[config.mk]
export PLATFORM = sky130hd
export DESIGN_NAME = uart_irq_ctrl
export DESIGN_NICKNAME = d
export VERILOG_FILES = /design/src/rtl/uart_irq_pkg.sv /design/src/rtl/uart_irq_ctrl_ctl.sv /design/src/rtl/uart_irq_ctrl_dp.sv /design/src/rtl/uart_irq_ctrl.sv
export SDC_FILE = /design/constraint.sdc
export NUM_CORES = 1
export LEC_CHECK = 0
export CORE_MARGIN = 5
export CORE_UTILIZATION = 25
export CTS_CLUSTER_SIZE = 10
export DETAILED_ROUTE_END_ITERATION = 12
export HOLD_SLACK_MARGIN = 0.15
export PLACE_DENSITY = 0.53
export SLEW_MARGIN = 10
export SYNTH_ARGS = -nofsm -noshare
export SYNTH_HDL_FRONTEND = slang
export SYNTH_SLANG_ARGS = --single-unit
[constraint.sdc]
create_clock -name clk -period 2.7 [get_ports clk]
set_input_delay 0.81 -clock clk [delete_from_list [all_inputs] [get_ports clk]]
set_output_delay 0.81 -clock clk [all_outputs]
set_load 0.02 [all_outputs]
[src/rtl/uart_irq_pkg.sv]
package uart_irq_pkg;
  localparam int SRC_W     = 4;
  localparam int SRC_RX    = 0;
  localparam int SRC_ERR   = 1;
  localparam int SRC_TX    = 2;
  localparam int SRC_MODEM = 3;

  localparam int WR_W  = 11;
  localparam int LVL_W = 3;

  // field positions inside the write word
  localparam int FC_EN_BIT  = 0;
  localparam int FC_RXLVL_LO = 4;
  localparam int FC_TXLVL_LO = 8;
  localparam int CT_TOEN_BIT = 7;
  localparam int CT_DMA_LO   = 0;

  typedef enum logic [2:0] {
    SEL_FIFO = 3'd0,
    SEL_CTL  = 3'd1,
    SEL_MASK = 3'd2,
    SEL_PCLR = 3'd3,
    SEL_SCLR = 3'd4
  } regSel_e;

  typedef struct packed {
    logic             fifoEn;
    logic [LVL_W-1:0] txLvl;
    logic [LVL_W-1:0] rxLvl;
    logic             toEn;
    logic [1:0]       dmaMode;
  } cfg_t;

  typedef struct packed {
    logic             wrFifo;
    logic             wrCtl;
    logic             wrMask;
    logic             clrSrc;
    logic [SRC_W-1:0] setSrc;
  } strobe_t;

  function automatic int chanMult(input int ch);
    case (ch)
      0:       return 32;
      1, 4:    return 8;
      2, 3:    return 2;
      default: return 0;
    endcase
  endfunction
endpackage

[src/rtl/uart_irq_ctrl_ctl.sv]
module uart_irq_ctrl_ctl
  import uart_irq_pkg::*;
#(
  parameter int CHANNEL = 0,
  parameter int CNT_W   = 8
) (
  input  logic             wrEn,
  input  logic [2:0]       wrSel,
  input  logic [CNT_W-1:0] txCount,
  input  logic [CNT_W-1:0] rxCount,
  input  logic             rxReady,
  input  logic             rxTimeout,
  input  logic             errEvent,
  input  cfg_t             cfg,
  output strobe_t          stb,
  output logic             dmaBusy
);
  localparam int MULT  = chanMult(CHANNEL);
  localparam int THR_W = CNT_W + 6;

  logic [THR_W-1:0] txThr;
  logic [THR_W-1:0] rxThr;
  logic [THR_W-1:0] txCntW;
  logic [THR_W-1:0] rxCntW;
  logic             rxAny;

  assign txCntW = THR_W'(txCount);
  assign rxCntW = THR_W'(rxCount);
  assign rxAny  = (rxCount != '0);

  generate
    if (MULT == 0) begin : g_noMult
      assign txThr = '0;
      assign rxThr = '0;
    end else begin : g_mult
      assign txThr = THR_W'(cfg.txLvl) * THR_W'(MULT);
      assign rxThr = (THR_W'(cfg.rxLvl) + THR_W'(1)) * THR_W'(MULT);
    end
  endgenerate

  // register write decode
  always_comb begin
    stb.wrFifo = wrEn && (wrSel == SEL_FIFO);
    stb.wrCtl  = wrEn && (wrSel == SEL_CTL);
    stb.wrMask = wrEn && (wrSel == SEL_MASK);
    stb.clrSrc = wrEn && ((wrSel == SEL_PCLR) || (wrSel == SEL_SCLR));
  end

  // source set conditions
  always_comb begin
    stb.setSrc = '0;
    if (cfg.fifoEn) begin
      stb.setSrc[SRC_TX] = (txCntW <= txThr);
      stb.setSrc[SRC_RX] = (rxCntW >= rxThr) || (rxAny && !cfg.toEn);
    end else begin
      stb.setSrc[SRC_RX] = rxReady;
    end
    if (rxTimeout && rxReady) stb.setSrc[SRC_RX] = 1'b1;
    if (errEvent)             stb.setSrc[SRC_ERR] = 1'b1;
    stb.setSrc[SRC_MODEM] = 1'b0;
  end

  assign dmaBusy = (cfg.dmaMode == 2'b10) && !rxAny;
endmodule

[src/rtl/uart_irq_ctrl_dp.sv]
module uart_irq_ctrl_dp
  import uart_irq_pkg::*;
(
  input  logic             clk,
  input  logic             rst_n,
  input  strobe_t          stb,
  input  logic [WR_W-1:0]  wrData,
  output cfg_t             cfg,
  output logic [SRC_W-1:0] srcQ,
  output logic [SRC_W-1:0] maskQ,
  output logic [SRC_W-1:0] pend,
  output logic             irq
);
  logic [SRC_W-1:0] clrBits;
  logic [SRC_W-1:0] srcNext;

  assign clrBits = stb.clrSrc ? wrData[SRC_W-1:0] : '0;
  assign srcNext = (srcQ & ~clrBits) | stb.setSrc;

  always_ff @(posedge clk or negedge rst_n) begin
    if (!rst_n) begin
      cfg   <= '0;
      srcQ  <= '0;
      maskQ <= '0;
    end else begin
      if (stb.wrFifo) begin
        cfg.fifoEn <= wrData[FC_EN_BIT];
        cfg.txLvl  <= wrData[FC_TXLVL_LO +: LVL_W];
        cfg.rxLvl  <= wrData[FC_RXLVL_LO +: LVL_W];
      end
      if (stb.wrCtl) begin
        cfg.toEn    <= wrData[CT_TOEN_BIT];
        cfg.dmaMode <= wrData[CT_DMA_LO +: 2];
      end
      if (stb.wrMask) maskQ <= wrData[SRC_W-1:0];
      srcQ <= srcNext;
    end
  end

  assign pend = srcQ & ~maskQ;
  assign irq  = |pend;
endmodule

[src/rtl/uart_irq_ctrl.sv]
module uart_irq_ctrl
  import uart_irq_pkg::*;
#(
  parameter int CHANNEL = 0,
  parameter int CNT_W   = 8
) (
  input  logic             clk,
  input  logic             rst_n,
  input  logic             wrEn,
  input  logic [2:0]       wrSel,
  input  logic [WR_W-1:0]  wrData,
  input  logic [CNT_W-1:0] txCount,
  input  logic [CNT_W-1:0] rxCount,
  input  logic             rxReady,
  input  logic             rxTimeout,
  input  logic             errEvent,
  output logic             irq,
  output logic             dmaBusy,
  output logic [SRC_W-1:0] pendRd,
  output logic [SRC_W-1:0] srcRd,
  output logic [SRC_W-1:0] maskRd
);
  cfg_t    cfgQ;
  strobe_t stb;

  uart_irq_ctrl_ctl #(
    .CHANNEL(CHANNEL),
    .CNT_W  (CNT_W)
  ) u_ctl (
    .wrEn     (wrEn),
    .wrSel    (wrSel),
    .txCount  (txCount),
    .rxCount  (rxCount),
    .rxReady  (rxReady),
    .rxTimeout(rxTimeout),
    .errEvent (errEvent),
    .cfg      (cfgQ),
    .stb      (stb),
    .dmaBusy  (dmaBusy)
  );

  uart_irq_ctrl_dp u_dp (
    .clk   (clk),
    .rst_n (rst_n),
    .stb   (stb),
    .wrData(wrData),
    .cfg   (cfgQ),
    .srcQ  (srcRd),
    .maskQ (maskRd),
    .pend  (pendRd),
    .irq   (irq)
  );
endmodule

==> results.md <==
Run status:
- The run finished with clean final reports.

Place:
- The final weighted congestion in routability-driven placement is 0.746.
- Summing all placed instances gives a cell area of 0.00160 mm².
- Summed over all nets, the half-perimeter wirelength after detailed placement is 2180 µm.
- In this run the tool buffered the top-level ports with 49 buffer cells.
- The cell count after placement is 193.
- OpenSTA, run right after detailed placement, puts the worst setup slack at -0.600 ns.

Synth:
- The per-instance average area after synthesis is 11.4 µm².
- Of all cell types, the one taking the most synthesized area is sky130_fd_sc_hd__dfrtp_1.
- Synthesis inferred 18 register bits.
- The cell count after synthesis came out at 89.
- The netlist uses 31 different library cells.
- In the post-synthesis netlist, the biggest area contributors are sky130_fd_sc_hd__dfrtp_1 (45%), sky130_fd_sc_hd__mux2_2 (11%), sky130_fd_sc_hd__ha_1 (8.7%).
- The total number of yosys warnings is 0.
- The area of the mapped netlist is 0.00101 mm².
- The share of synthesized area occupied by flip-flops and latches is 44.6%.
- The number of nets handed over by synthesis was 132.
- The proportion of netlist area held by the largest area contributor is 44.6%.

Floorplan:
- In this run the horizontal extent of the chip is 73.6 µm.
- The chip height is 73.6 µm.
- 50 I/O pins were placed.
- The standard-cell row count is 23.
- The overall die area is 0.00542 mm².
- The core region is 0.00397 mm².
- The initial cell density of the core is 25.5%.

Timing:
- The number of endpoints failing setup at the final stage is 0.
- The number of max-slew violations in the final report is 0.
- Between clock sinks in the finished design, the worst skew comes to 0.00247 ns.
- The worst slew slack as a fraction of its limit is 70.5%.
- Of the available clock period, the critical path in the final layout requires 95.2%.
- The number of endpoints with negative hold slack in the final report was 0.
- For the pin with the worst max-slew slack, the measured transition is 0.442 ns.
- Setup repair after global routing left no endpoint under its margin.
- Static timing analysis puts the maximum clock frequency at 389 MHz.
- After layout, the worst setup slack is 0.130 ns.
- After layout, the minimum clock period comes to 2.57 ns.

Power and ir drop:
- The post-route total power is 0.910 mW.
- VDD sags by at most 0.235 mV.
- The leakage power is 0.731 nW.
- The power per cell area is 538 mW/mm².

Setup path:
- The required time of the critical path is 1.89 ns.
- The launching element type of the critical path is an input pin.
- The worst register-to-register path ends at u_dp.srcQ[0].
- The kind of critical path is input pin to output port.
- The largest fanout on the critical path is 2.
- At the worst endpoint, the arrival time is 1.76 ns.
- The reg-to-reg startpoint is u_dp.cfg[3].
- The type of element capturing the critical path is an output port.
- The slack of the worst reg-to-reg path is 0.99 ns.
- For the worst flop-to-flop path, the logic depth is 7.

Global route:
- The global-route usage over all layers is 10.4%.
- The number of global-route vias before repair is 962.
- The first-pass GRT wire length is 4320 µm.
- The initial antenna violation count is 0.
- The overflow left after global routing is 0.
- The pin count of the biggest net entering global routing is 19.

Layout:
- The ratio of cells with drive above 1 in the final layout is 22.1%.
- The area growth from synthesis to layout is 67.2%.
- For this run, the post-layout net count is 193.
- The filler-free cell count of the finished design is 199.
- The number of fill cells in the layout is 403.
- 0 antenna diodes ended up in the layout.
- The share of the core filled with cells is 42.6%.
- The finished cells cover 0.00169 mm².

Routing:
- The number of nets with antenna violations after detailed routing is 0.
- The detailed router's first-iteration violation count is 21.
- The routed layout has 888 vias.
- The per-cell via count in the routed design is 4.46.
- After detailed routing, the average wire length per cell comes to 13.6 µm.
- The post-detailed-routing wire length is 2720 µm.
- The first-pass detailed-route iteration total is 4.
- After detailed routing, the number of remaining DRC violations is 0.

Clock tree:
- The H-tree depth reported by CTS is 1.
- The root buffer cell is sky130_fd_sc_hd__clkbuf_8.
- The CTS tree is done.
- Counting every sink on the clock net gives 18.
- After clock tree synthesis, the clock-pin slew on the worst setup and hold paths is 0.07 ns.
- Clock tree synthesis inserted a total of 3 buffers.
- Clock latency on the worst-skew pair, taken at its later pin, is 0.25 ns.
- No sink is reached through more buffers than the 2 on the longest clock path.
- Buffers inserted to repair hold after CTS numbered 0.

Run:
- Across the run, the number of max-cap violations was 0.

Min path:
- The tightest min-delay check is of the flip-flop to flip-flop type.
- The worst min-delay path startpoint is u_dp.srcQ[1].
- Along the worst hold path, the cell count comes to 1.
- The worst hold path terminates at u_dp.srcQ[1].
## sequential cells by signal (all words and copies together) (netlist names)
signal / count
u_dp.cfg: 10
u_dp.srcQ: 4
u_dp.maskQ: 4
## kinds of logic (layout without fill, tap and decap cells)
kind of cell,count (synthesis),count (layout),share of synthesized area (%)
multiplexers,10,10,11.1
flip-flops,18,18,44.6
adder cells (fa/ha/maj),7,7,8.66
AO/OA/AOI/OAI,15,15,10.4
AND/OR/NAND/NOR,31,31,21.8
buffers and inverters,7,67,2.60
XOR/XNOR,1,1,0.866
## synthesized netlist by cell type
library cell / count
sky130_fd_sc_hd__nor3_1: 1
sky130_fd_sc_hd__o211ai_1: 1
sky130_fd_sc_hd__mux2_2: 10
sky130_fd_sc_hd__a211o_1: 1
sky130_fd_sc_hd__o21ai_2: 1
sky130_fd_sc_hd__nand2_2: 1
sky130_fd_sc_hd__nand3_1: 3
sky130_fd_sc_hd__a21boi_0: 1
sky130_fd_sc_hd__nor3_2: 1
sky130_fd_sc_hd__a32o_1: 1
sky130_fd_sc_hd__xnor2_1: 1
sky130_fd_sc_hd__o21a_1: 2
sky130_fd_sc_hd__a31oi_1: 1
sky130_fd_sc_hd__nor3b_1: 1
sky130_fd_sc_hd__dfrtp_1: 18
sky130_fd_sc_hd__inv_1: 7
sky130_fd_sc_hd__nand2b_1: 1
sky130_fd_sc_hd__nand4bb_1: 1
sky130_fd_sc_hd__o21ai_0: 5
sky130_fd_sc_hd__nor3b_4: 2
sky130_fd_sc_hd__nand2_1: 7
sky130_fd_sc_hd__ha_1: 7
sky130_fd_sc_hd__or4_1: 1
sky130_fd_sc_hd__nor3_4: 1
sky130_fd_sc_hd__a22o_1: 1
sky130_fd_sc_hd__nor2_1: 3
sky130_fd_sc_hd__nand4_1: 1
sky130_fd_sc_hd__nor2b_1: 5
sky130_fd_sc_hd__nor4b_1: 1
sky130_fd_sc_hd__nand2b_4: 1
sky130_fd_sc_hd__a21o_1: 1
## critical path, stage by stage
cell	delay, ns
sky130_fd_sc_hd__dlygate4sd2_1	0.24
sky130_fd_sc_hd__nor3_2	0.22
sky130_fd_sc_hd__nand3_2	0.12
sky130_fd_sc_hd__nor3b_2	0.20
sky130_fd_sc_hd__buf_4	0.17
## what timing repair did
action                     4_1_cts  5_1_grt
setup endpoints to repair        2        1
buffers inserted                 1        1
gates resized for setup         14        5
pin swaps                        4        5
## how the worst max path moves through the flow
stage               slack, ns       to       start
floorplan                0.25  dmaBusy  rxCount[1]
detailed placement      -0.60  dmaBusy  rxCount[1]
CTS                     0.005  dmaBusy  rxCount[1]
global route             0.04  dmaBusy  rxCount[0]
global placement        -0.56  dmaBusy  rxCount[5]
finish                   0.13  dmaBusy  rxCount[0]
## per-stage QoR
step           hold slack, ns  TNS, ns
2_1_floorplan           0.472        0
3_3_place_gp            0.479   -0.562
3_5_place_dp            0.489   -0.600
4_1_cts                 0.506        0
5_1_grt                 0.525        0
6_report                0.505        0
## routing by layer
metal | vias up | part of all wire [%] | GRT usage, %
li1 | 441 | - | -
met1 | 418 | 42 | 12.8
met2 | 25 | 50 | 17.5
met3 | 4 | 6.6 | 2.46
met4 | 0 | 1.7 | 4.23
met5 | - | 0 | 0
## where the power goes
group | switching (mW) | internal (mW)
Combinational | 0.144 | 0.188
Clock | 0.0910 | 0.130
Sequential | 0.0363 | 0.321
Total | 0.271 | 0.639
## placed cells by master, fill, tap and decap left out, drive strengths merged, types with 2 or more instances in the layout
cell type / Yosys / layout
clkbuf: 0 / 4
o21ai: 6 / 6
dlygate4sd2: 0 / 5
o21a: 2 / 2
dfrtp: 18 / 18
nor2b: 5 / 5
ha: 7 / 7
nand3: 3 / 3
buf: 0 / 8
nand2: 8 / 8
nor3b: 3 / 3
nand2b: 2 / 2
inv: 7 / 7
nor2: 3 / 3
mux2: 10 / 10
clkdlybuf4s50: 0 / 39
dlymetal6s2s: 0 / 4
nor3: 3 / 3
## area by class of cell
cell class                 instances  area, µm²  area share, %
timing repair buffer              56        544           32.2
multi-input combinational         64        552           32.6
clock buffer                       4       55.1           3.26
inverter                           7       26.3           1.55
tap                               50       62.6           3.70
sequential                        18        450           26.6
Note: power is estimated with default switching activity, not from simulation.
